--- src/rtl/wdog_pkg.sv ---
package wdog_pkg;

    localparam int REG_ADDR_W = 2;

    typedef enum logic [REG_ADDR_W-1:0] {
        SEL_CTRL   = 2'd0,
        SEL_RLD_LO = 2'd1,
        SEL_RLD_HI = 2'd2,
        SEL_NONE   = 2'd3
    } reg_sel_e;

    localparam int CTRL_RUN_BIT  = 0;
    localparam int CTRL_LOAD_BIT = 1;
    localparam int CTRL_STAT_BIT = 2;

endpackage

--- src/rtl/wdog_prescaler.sv ---
module wdog_prescaler #(
    parameter int DIV = 16
) (
    input  logic clk,
    input  logic rst_n,
    input  logic clear,
    input  logic enable,
    output logic tick
);
    localparam int PW = (DIV > 1) ? $clog2(DIV) : 1;
    localparam logic [PW-1:0] LAST = PW'(DIV - 1);

    typedef struct packed {
        logic [PW-1:0] cnt;
    } presc_t;

    presc_t s_d, s_q;

    assign tick = enable && (s_q.cnt == LAST);

    always_comb begin
        s_d = s_q;
        if (clear) begin
            s_d.cnt = '0;
        end else if (enable) begin
            s_d.cnt = tick ? '0 : s_q.cnt + 1'b1;
        end
    end

    always_ff @(posedge clk or negedge rst_n) begin
        if (!rst_n) s_q <= '0;
        else        s_q <= s_d;
    end

    AST_TICK_SPACING: assert property (@(posedge clk) disable iff (!rst_n)
        tick |=> !tick);

endmodule

--- src/rtl/wdog_regbank.sv ---
module wdog_regbank
    import wdog_pkg::*;
#(
    parameter int          DATA_W = 32,
    parameter int          KEY_W  = 16,
    parameter logic [15:0] KEY    = 16'h9876,
    parameter int          CNT_W  = 32
) (
    input  logic                  clk,
    input  logic                  rst_n,
    input  logic                  wr_en,
    input  logic [REG_ADDR_W-1:0] addr,
    input  logic [DATA_W-1:0]     wr_data,
    input  logic                  expired,
    output logic [DATA_W-1:0]     rd_data,
    output logic                  run,
    output logic                  restart,
    output logic                  halt,
    output logic [CNT_W-1:0]      reload
);
    localparam int HALF = DATA_W - KEY_W;

    typedef struct packed {
        logic             run;
        logic [CNT_W-1:0] reload;
    } regs_t;

    regs_t s_d, s_q;
    logic  key_ok;
    logic  accept;

    assign key_ok = (wr_data[DATA_W-1 -: KEY_W] == KEY[KEY_W-1:0]);
    assign accept = wr_en && key_ok;

    always_comb begin
        s_d     = s_q;
        restart = 1'b0;
        halt    = 1'b0;
        if (accept) begin
            case (reg_sel_e'(addr))
                SEL_CTRL: begin
                    s_d.run = wr_data[CTRL_RUN_BIT];
                    restart = wr_data[CTRL_LOAD_BIT]
                            | (wr_data[CTRL_RUN_BIT] & ~s_q.run);
                    halt    = ~wr_data[CTRL_RUN_BIT];
                end
                SEL_RLD_LO: s_d.reload[HALF-1:0]     = wr_data[HALF-1:0];
                SEL_RLD_HI: s_d.reload[CNT_W-1:HALF] = wr_data[CNT_W-HALF-1:0];
                default: ;
            endcase
        end
    end

    always_comb begin
        rd_data = '0;
        case (reg_sel_e'(addr))
            SEL_CTRL: begin
                rd_data[CTRL_RUN_BIT]  = s_q.run;
                rd_data[CTRL_STAT_BIT] = expired;
            end
            SEL_RLD_LO: rd_data[HALF-1:0] = s_q.reload[HALF-1:0];
            SEL_RLD_HI: rd_data[CNT_W-HALF-1:0] = s_q.reload[CNT_W-1:HALF];
            default: ;
        endcase
    end

    always_ff @(posedge clk or negedge rst_n) begin
        if (!rst_n) s_q <= '0;
        else        s_q <= s_d;
    end

    assign run    = s_q.run;
    assign reload = s_q.reload;

    AST_KEY_GUARD: assert property (@(posedge clk) disable iff (!rst_n)
        (wr_en && !key_ok) |=> ($stable(s_q.run) && $stable(s_q.reload)));

endmodule

--- src/rtl/wdog_counter.sv ---
module wdog_counter #(
    parameter int CNT_W = 32
) (
    input  logic             clk,
    input  logic             rst_n,
    input  logic             run,
    input  logic             restart,
    input  logic             halt,
    input  logic             tick,
    input  logic [CNT_W-1:0] reload,
    output logic             expired
);
    typedef struct packed {
        logic [CNT_W-1:0] count;
        logic             expired;
    } cnt_t;

    cnt_t s_d, s_q;

    always_comb begin
        s_d = s_q;
        if (restart) begin
            s_d.count   = reload;
            s_d.expired = 1'b0;
        end else if (halt || !run) begin
            s_d.expired = 1'b0;
        end else if (tick && !s_q.expired) begin
            if (s_q.count <= CNT_W'(1)) begin
                s_d.count   = '0;
                s_d.expired = 1'b1;
            end else begin
                s_d.count = s_q.count - 1'b1;
            end
        end
    end

    always_ff @(posedge clk or negedge rst_n) begin
        if (!rst_n) s_q <= '0;
        else        s_q <= s_d;
    end

    assign expired = s_q.expired;

    AST_EXPIRE_NEEDS_RUN: assert property (@(posedge clk) disable iff (!rst_n)
        s_q.expired |-> run);
    AST_RESTART_CLEARS: assert property (@(posedge clk) disable iff (!rst_n)
        restart |=> !s_q.expired);
    AST_EXPIRY_STICKY: assert property (@(posedge clk) disable iff (!rst_n)
        (s_q.expired && run && !restart && !halt) |=> s_q.expired);
    AST_EXPIRE_ON_TICK: assert property (@(posedge clk) disable iff (!rst_n)
        $rose(s_q.expired) |-> $past(tick));

endmodule

--- src/rtl/keyed_watchdog.sv ---
module keyed_watchdog
    import wdog_pkg::*;
#(
    parameter int          DATA_W    = 32,
    parameter int          KEY_W     = 16,
    parameter logic [15:0] KEY       = 16'h9876,
    parameter int          TICK_DIV  = 16
) (
    input  logic                  clk,
    input  logic                  rst_n,
    input  logic                  wr_en,
    input  logic [REG_ADDR_W-1:0] addr,
    input  logic [DATA_W-1:0]     wr_data,
    output logic [DATA_W-1:0]     rd_data,
    output logic                  wd_out_n,
    output logic                  expired
);
    localparam int CNT_W = 2 * (DATA_W - KEY_W);

    logic             run;
    logic             restart;
    logic             halt;
    logic             tick;
    logic [CNT_W-1:0] reload;

    wdog_regbank #(
        .DATA_W (DATA_W),
        .KEY_W  (KEY_W),
        .KEY    (KEY),
        .CNT_W  (CNT_W)
    ) u_regs (
        .clk     (clk),
        .rst_n   (rst_n),
        .wr_en   (wr_en),
        .addr    (addr),
        .wr_data (wr_data),
        .expired (expired),
        .rd_data (rd_data),
        .run     (run),
        .restart (restart),
        .halt    (halt),
        .reload  (reload)
    );

    wdog_prescaler #(
        .DIV (TICK_DIV)
    ) u_presc (
        .clk    (clk),
        .rst_n  (rst_n),
        .clear  (restart),
        .enable (run),
        .tick   (tick)
    );

    wdog_counter #(
        .CNT_W (CNT_W)
    ) u_cnt (
        .clk     (clk),
        .rst_n   (rst_n),
        .run     (run),
        .restart (restart),
        .halt    (halt),
        .tick    (tick),
        .reload  (reload),
        .expired (expired)
    );

    assign wd_out_n = ~expired;

endmodule

--- config.mk ---
export PLATFORM = sky130hd
export DESIGN_NAME = keyed_watchdog
export DESIGN_NICKNAME = d
export VERILOG_FILES = /design/src/rtl/wdog_pkg.sv /design/src/rtl/wdog_prescaler.sv /design/src/rtl/wdog_regbank.sv /design/src/rtl/wdog_counter.sv /design/src/rtl/keyed_watchdog.sv
export SDC_FILE = /design/constraint.sdc
export NUM_CORES = 1
export LEC_CHECK = 0
export BUFFER_PORTS_ARGS = -buffer_cell sky130_fd_sc_hd__buf_2
export CAP_MARGIN = 20
export CORE_MARGIN = 10
export CORE_UTILIZATION = 30
export CTS_BUF_LIST = sky130_fd_sc_hd__clkbuf_4
export CTS_CLUSTER_DIAMETER = 120
export DETAILED_ROUTE_END_ITERATION = 8
export GPL_ROUTABILITY_DRIVEN = 0
export PLACE_DENSITY = 0.51
export SYNTH_ARGS = -nofsm -noshare
export SYNTH_HDL_FRONTEND = slang
export SYNTH_HIERARCHICAL = 1
export SYNTH_SLANG_ARGS = --single-unit
--- constraint.sdc ---
create_clock -name clk -period 2.43 [get_ports clk]
set_input_delay 0.3645 -clock clk [delete_from_list [all_inputs] [get_ports clk]]
set_output_delay 0.3645 -clock clk [all_outputs]
set_load 0.02 [all_outputs]
==> results_tabular.tex, run 1 <==
\begin{tabular}{lr}
\hline
Metric & Value \\
\hline
\multicolumn{2}{l}{\textbf{Outcome}} \\
Status & finished, final reports clean \\
\multicolumn{2}{l}{\textbf{Timing}} \\
Number of hold violations in the final report & 0 \\
Minimum period implied by the final worst setup slack & 2280 ps \\
Achievable frequency & 439 MHz \\
Setup-failing EPs final & 0 \\
Setup repair after global routing missed its margin & false \\
Final Max Tran Viols & 0 \\
Tcrit/Tclk final & 93.8\% \\
Clock tree skew after final layout & approximately 11 ps \\
Worst Hold Slack & 167 ps \\
\multicolumn{2}{l}{\textbf{Min path}} \\
End point of the worst hold path & u\_regs/reload[31] \\
Class of the tightest hold or removal check & in -> reg \\
Hold path cells & 2 \\
Worst Hold Launch & wr\_data[15] \\
\multicolumn{2}{l}{\textbf{Floorplan}} \\
IO Count & 71 \\
Initial Utilization & 30.4\% \\
Std-Cell Rows & between 40 and 50 \\
DIE HEIGHT & 138 µm \\
Die outline width & 138 µm \\
Placeable core region & 13800 µm² \\
Die area & 19100 µm² \\
\multicolumn{2}{l}{\textbf{Logic synthesis}} \\
Flops \& latches, synth & 70 \\
Dominant cell type by area after synthesis & sky130\_fd\_sc\_hd\_\_dfrtp\_1 \\
Cell with the most instances after synthesis & sky130\_fd\_sc\_hd\_\_dfrtp\_1 \\
Area of the mapped netlist & about 4200 µm² \\
Top cell type's share of synthesized area & a little over two fifths \\
Gate Count Post-Synth & 407 \\
Unique masters post-synth & 66 \\
Async set or reset register ratio after synthesis & 100\% \\
Synth top area cells & sky130\_fd\_sc\_hd\_\_dfrtp\_1, sky130\_fd\_sc\_hd\_\_mux2\_4, sky130\_fd\_sc\_hd\_\_buf\_4 \\
Number of flops mapped to enable cells by yosys & 0 \\
Synth Warn \# & 6 \\
Sequential-to-total area share from yosys stat & a little over two fifths \\
Synth cell count leaders & sky130\_fd\_sc\_hd\_\_dfrtp\_1, sky130\_fd\_sc\_hd\_\_nor2\_1, sky130\_fd\_sc\_hd\_\_nand2\_1 \\
Synthesized area per cell & a little over 10 µm² \\
Top flip-flop cell by instance count after synthesis & sky130\_fd\_sc\_hd\_\_dfrtp\_1 \\
\multicolumn{2}{l}{\textbf{Detailed routing}} \\
Starting DRT DRC Count & about 190 \\
Sum of routed wire length over all layers & 11200 µm \\
Antenna-violating nets left & 0 \\
Via-to-Cell Ratio & 4.99 \\
DRC & 0 \\
Number of vias after detailed routing & approximately 3400 \\
WL/cell & 16.6 µm \\
Count of TritonRoute iterations in the first routing pass & 4 \\
\multicolumn{2}{l}{\textbf{Power and ir drop}} \\
Total leakage power & 0.00236 µW \\
Peak ir drop on the vdd network & 0.000243 V \\
Power density cells & around 430 nW/µm² \\
Final Total Pwr & 2150 µW \\
\multicolumn{2}{l}{\textbf{Place}} \\
Placed instance count & 653 \\
Count of input and output buffers & 54 \\
HPWL after detailed placement & between 8000 and 9000 µm \\
\multicolumn{2}{l}{\textbf{Global routing}} \\
First-pass GRT wire length & roughly 19000 µm \\
Overflow left after global routing & 0 \\
Number of antenna violations at the first check in global routing & 0 \\
Total routing resource utilization after global routing & 11.6\% \\
Vias in the first global route & 3583 \\
Largest net degree at the start of global routing & around 70 \\
\multicolumn{2}{l}{\textbf{Clock network}} \\
Clock Latency Late Sink & 430 ps \\
Clock input transition at the sequential cells of the worst setup and hold paths & 120 ps \\
Number of levels in the clock H-tree & 3 \\
Clock tree from TritonCTS & yes \\
Clk sinks & 70 \\
Number of buffers on the longest clock path & 2 \\
Root Buffer & sky130\_fd\_sc\_hd\_\_clkbuf\_4 \\
Total CTS buffers & 9 \\
\multicolumn{2}{l}{\textbf{Layout}} \\
Area growth from synthesis to final layout & 19.6\% \\
Filler-free cell count of the finished design & 672 \\
Fraction of layout instances using a drive strength above 1 & 33.5\% \\
NumNets Final & 532 \\
FILL cells & around 1500 \\
Post-layout utilization of the core & 36.4\% \\
Final antenna diode count & 0 \\
\multicolumn{2}{l}{\textbf{Worst setup path}} \\
Crit-path max FO & 6 \\
R2r setup slk & around 150 ps \\
Critical Path RT & 2790 ps \\
Data arrival at the endpoint of the critical path & between 2000 and 3000 ps \\
Source of the worst register-to-register timing path & u\_presc/s\_q[1] \\
Critical Path End Type & register \\
Depth of the worst register-to-register path & 9 \\
Worst setup path category & reg -> reg \\
End of the worst register-to-register path & u\_cnt/s\_q[23] \\
Startpoint type of the worst setup path & register \\
\multicolumn{2}{l}{\textbf{Flow run}} \\
Max capacitance violation total & 0 \\
\hline
\end{tabular}
[layout make-up]
type | instances | area, µm² | area share [%]
clock buffers | 11 | 82.6 | 1.65
clock inverters | 4 | 72.6 | 1.45
inverters | 8 | 30.0 | 0.600
multi-input cells | 308 | 2270 | 45.3
flip-flops and latches | 70 | 1750 | 35.0
well taps | 180 | 225 | 4.50
repair buffers | 91 | 576 | 11.5
[per-stage QoR]
| step | setup TNS (ps) | cell area, µm² | setup slack, ps |
|---|---|---|---|
| 3_3_place_gp | -27.9 | 4790 | -14.4 |
| 4_1_cts | 0 | 4960 | 5.05 |
| 5_1_grt | 0 | 5010 | 10.7 |
| 3_5_place_dp | -96.3 | 4790 | -44.5 |
| 6_report | 0 | 5010 | 151 |
| 2_1_floorplan | 0 | 4250 | 24.4 |
[cell usage in the layout (no fill, tap or decap), types with 3 or more instances in the layout]
cell type,count
sky130_fd_sc_hd__a21oi_1,13
sky130_fd_sc_hd__a22oi_1,16
sky130_fd_sc_hd__a2bb2oi_1,4
sky130_fd_sc_hd__a31oi_1,5
sky130_fd_sc_hd__and3_1,5
sky130_fd_sc_hd__buf_2,54
sky130_fd_sc_hd__buf_4,34
sky130_fd_sc_hd__clkbuf_4,11
sky130_fd_sc_hd__conb_1,16
sky130_fd_sc_hd__dfrtp_1,70
sky130_fd_sc_hd__ha_1,6
sky130_fd_sc_hd__inv_1,8
sky130_fd_sc_hd__mux2_2,13
sky130_fd_sc_hd__mux2_4,20
sky130_fd_sc_hd__nand2_1,25
sky130_fd_sc_hd__nand2b_1,3
sky130_fd_sc_hd__nand3_1,12
sky130_fd_sc_hd__nand3b_1,3
sky130_fd_sc_hd__nand4_1,6
sky130_fd_sc_hd__nor2_1,24
sky130_fd_sc_hd__nor2b_1,15
sky130_fd_sc_hd__nor3_1,9
sky130_fd_sc_hd__nor4_1,6
sky130_fd_sc_hd__nor4_2,6
sky130_fd_sc_hd__o21ai_0,12
sky130_fd_sc_hd__o21ai_1,14
sky130_fd_sc_hd__or3_1,9
sky130_fd_sc_hd__or4_1,3
sky130_fd_sc_hd__xnor2_1,11
sky130_fd_sc_hd__xor2_1,4
[metal layers]
metal | GRT usage [%] | wire, µm | vias up
met1 | 14.4 | 5200 | 1652
met3 | 1.95 | 361 | 13
met4 | 4.44 | 165 | 0
met2 | 19.5 | 5450 | 62
met5 | 0 | 0 | -
li1 | - | - | 1625
[worst max-delay path by stage]
| stage | startpoint | endpoint | slack [ps] | cells after the start |
|---|---|---|---|---|
| after floorplan | wr_data[23] | u_cnt/s_q[22] | 20 | 10 |
| after global placement | addr[0] | u_cnt/s_q[23] | -10 | 12 |
| after detailed placement | addr[0] | u_cnt/s_q[23] | -40 | 12 |
| after CTS | u_presc/s_q[0] | u_cnt/s_q[23] | 5 | 9 |
| after global routing | u_presc/s_q[1] | u_cnt/s_q[23] | 10 | 9 |
| final | u_presc/s_q[1] | u_cnt/s_q[23] | 150 | 9 |
[state kept, by name (all words and copies together) (netlist names)]
signal / count
u_presc/s_q: 4
u_regs/reload: 32
u_regs/run: 1
u_cnt/expired: 1
u_cnt/s_q: 32
[repair_timing]
item                       4_1_cts  5_1_grt
hold buffers                     1        0
hold endpoints to repair        70        0
setup buffers                    0        3
setup endpoints to repair        1       15
pin swaps                        0        1
resized for setup                1        5
[logic make-up after synthesis]
logic type                 after synthesis  synth area share (%)
muxes                                   35                  11.1
xor gates and xnor gates                15                  3.14
and+or+nand+nor                        152                  22.2
buffers and inverters                   44                  6.15
AOI/OAI and AO/OA                       83                  13.4
adders and majority gates                7                  2.09
other                                    1                0.0895
DFF                                     70                  41.8
[worst max-delay path, cell delays in order, from the launching register on]
cell and delay, ps:
sky130_fd_sc_hd__dfrtp_1 420, sky130_fd_sc_hd__ha_2 230, sky130_fd_sc_hd__nand2_1 70, sky130_fd_sc_hd__nor2_2 160, sky130_fd_sc_hd__nor4bb_2 310, sky130_fd_sc_hd__buf_4 190, sky130_fd_sc_hd__and2_4 150, sky130_fd_sc_hd__nand4_1 150
sky130_fd_sc_hd__or4_1 440, sky130_fd_sc_hd__nand3_1 100
[report_power, final]
group | leakage [µW] | internal, µW | total [µW] | switching [µW]
combinational | 0.00133 | 45.0 | 129 | 83.7
clock | 0.0000829 | 434 | 859 | 425
sequential | 0.000952 | 1160 | 1160 | 0.261
(Power assumes the default switching activity.)
==> run 2: changes to the inputs <==
PLACE_DENSITY = 0.54   (was 0.51)
SKIP_CTS_REPAIR_TIMING = 1   (was default)
==> results_tabular.tex, run 2 (same netlist as run 1, synthesis figures left out) <==
\begin{tabular}{lr}
\hline
Metric & Value \\
\hline
\multicolumn{2}{l}{\textbf{Layout}} \\
Fraction of layout instances using a drive strength above 1 & 32.2\% \\
Most frequent standard cell in the layout excluding fill and tap cells & sky130\_fd\_sc\_hd\_\_dfrtp\_1 \\
Final antenna diode count & 0 \\
Area growth from synthesis to final layout & 18.0\% \\
Multi-input gate area in the final layout & 2270 µm² \\
NumNets Final & around 530 \\
Design area & 4940 µm² \\
Footprint of the flip-flops and latches & 1750 µm² \\
Commonest cells after routing, fill and taps aside & sky130\_fd\_sc\_hd\_\_dfrtp\_1, sky130\_fd\_sc\_hd\_\_buf\_2, sky130\_fd\_sc\_hd\_\_buf\_4, sky130\_fd\_sc\_hd\_\_nand2\_1, sky130\_fd\_sc\_hd\_\_nor2\_1 \\
FILL cells & 1429 \\
\multicolumn{2}{l}{\textbf{Timing}} \\
Tcrit/Tclk final & 94.9\% \\
Setup-failing EPs final & 0 \\
Worst Hold Slack & 165 ps \\
Max-slew headroom & 53.0\% \\
Clock tree skew after final layout & 10.2 ps \\
Setup TNS & 0 ps \\
Achievable frequency & 434 MHz \\
Final Max Tran Viols & 0 \\
Minimum period implied by the final worst setup slack & approximately 2300 ps \\
Number of hold violations in the final report & 0 \\
Worst-margin pin slew & 705 ps \\
\multicolumn{2}{l}{\textbf{Clock network}} \\
Root Buffer & sky130\_fd\_sc\_hd\_\_clkbuf\_4 \\
Clk sinks & 70 \\
Total CTS buffers & 9 \\
Number of levels in the clock H-tree & 3 \\
Clock input transition at the sequential cells of the worst setup and hold paths & 120 ps \\
Clock Latency Late Sink & 430 ps \\
Number of buffers on the longest clock path & 2 \\
Clock tree from TritonCTS & yes \\
\multicolumn{2}{l}{\textbf{Detailed routing}} \\
WL/cell & 16.9 µm \\
Number of vias after detailed routing & about 3400 \\
DRC & 0 \\
Sum of routed wire length over all layers & 11300 µm \\
Antenna-violating nets left & 0 \\
Via-to-Cell Ratio & roughly 5 \\
Count of TritonRoute iterations in the first routing pass & 4 \\
Starting DRT DRC Count & 210 \\
\multicolumn{2}{l}{\textbf{Worst setup path}} \\
Source of the worst register-to-register timing path & u\_presc/s\_q[1] \\
Crit-path max FO & 6 \\
Critical Path RT & 2810 ps \\
End of the worst register-to-register path & u\_cnt/s\_q[23] \\
Critical path origin & u\_presc/s\_q[1] \\
Critical Path End Type & register \\
Depth of the worst register-to-register path & 9 \\
R2r setup slk & 120 ps \\
Worst setup path category & reg -> reg \\
Startpoint type of the worst setup path & register \\
Worst setup endpoint & u\_cnt/s\_q[23] \\
Data arrival at the endpoint of the critical path & 2680 ps \\
\multicolumn{2}{l}{\textbf{Place}} \\
Count of input and output buffers & 54 \\
HPWL after detailed placement & 8410 µm \\
Post-place instance area & 4760 µm² \\
\multicolumn{2}{l}{\textbf{Global routing}} \\
Overflow left after global routing & 0 \\
First-pass GRT wire length & 18600 µm \\
Vias in the first global route & 3573 \\
Total routing resource utilization after global routing & 11.6\% \\
Largest net degree at the start of global routing & 45 \\
Number of antenna violations at the first check in global routing & 0 \\
\multicolumn{2}{l}{\textbf{Min path}} \\
Class of the tightest hold or removal check & in -> reg \\
Hold path cells & 2 \\
\multicolumn{2}{l}{\textbf{Power and ir drop}} \\
Power density cells & 412 nW/µm² \\
Final Total Pwr & $\sim$2000 µW \\
Total leakage power & 0.00232 µW \\
Peak ir drop on the vdd network & 0.000295 V \\
\multicolumn{2}{l}{\textbf{Flow run}} \\
Max capacitance violation total & 0 \\
\multicolumn{2}{l}{\textbf{Floorplan}} \\
Die area & approximately 19000 µm² \\
Std-Cell Rows & 43 \\
Initial Utilization & between 30\% and 40\% \\
Placeable core region & 13800 µm² \\
Die outline width & 138 µm \\
IO Count & 71 \\
DIE HEIGHT & 138 µm \\
\multicolumn{2}{l}{\textbf{Outcome}} \\
Status & finished, final reports clean \\
\hline
\end{tabular}
==> run 2: changes by cell type in the layout (fill, tap and decap cells not counted), sizes merged <==
cell / change
clkbuf: -1
clkinv: +2
buf: -5
bufinv: -1
==> run 2: worst max-delay path, stage by stage (launching register included) <==
cell	delay (ps)
sky130_fd_sc_hd__dfrtp_1	410
sky130_fd_sc_hd__ha_2	230
sky130_fd_sc_hd__nand2_1	70
sky130_fd_sc_hd__nor2_2	170
sky130_fd_sc_hd__nor4bb_2	310
sky130_fd_sc_hd__buf_4	190
sky130_fd_sc_hd__and2_1	180
sky130_fd_sc_hd__nand4_1	160
sky130_fd_sc_hd__or4_1	440
sky130_fd_sc_hd__nand3_1	90
==> run 2: layer usage <==
layer / vias up / global-route usage (%) / routed length [µm]
li1: 1618 / - / -
met1: 1693 / 14.2 / 4980
met2: 75 / 19.4 / 5600
met3: 13 / 2.98 / 522
met4: 0 / 3.61 / 178
met5: - / 0 / 0
==> run 2: metrics by stage <==
step,utilization (%),instances,worst slack (ps)
2_1_floorplan,-,422,24.4
3_3_place_gp,34.6,649,-53.9
3_5_place_dp,34.6,649,-86.7
4_1_cts,35.5,664,30.9
5_1_grt,35.9,667,-5.06
6_report,35.9,667,125
==> run 2: cell type report <==
class	count	area share, %
multi-input cells	308	45.9
clock inverters	5	1.04
inverters	8	0.608
clock buffers	10	1.52
well taps	180	4.56
flip-flops and latches	70	35.5
repair buffers	86	10.9
==> run 2: worst min-delay path by stage <==
| stage | startpoint | to | slack, ps |
|---|---|---|---|
| 6_report | wr_data[11] | u_regs/reload[27] | 160 |
| 5_1_grt | wr_data[2] | u_regs/reload[2] | 140 |
| 4_1_cts | rst_n | u_regs/reload[5] | -90 |
| 3_5_place_dp | rst_n | u_regs/reload[1] | 390 |
| 3_3_place_gp | rst_n | u_regs/reload[1] | 380 |
| 2_1_floorplan | rst_n | u_cnt/expired | 70 |
==> run 2: power breakdown <==
part	leakage, µW	switching, µW	internal (µW)
registers	0.000952	0.267	1160
logic	0.00130	85.3	45.9
clock network	0.0000697	425	313
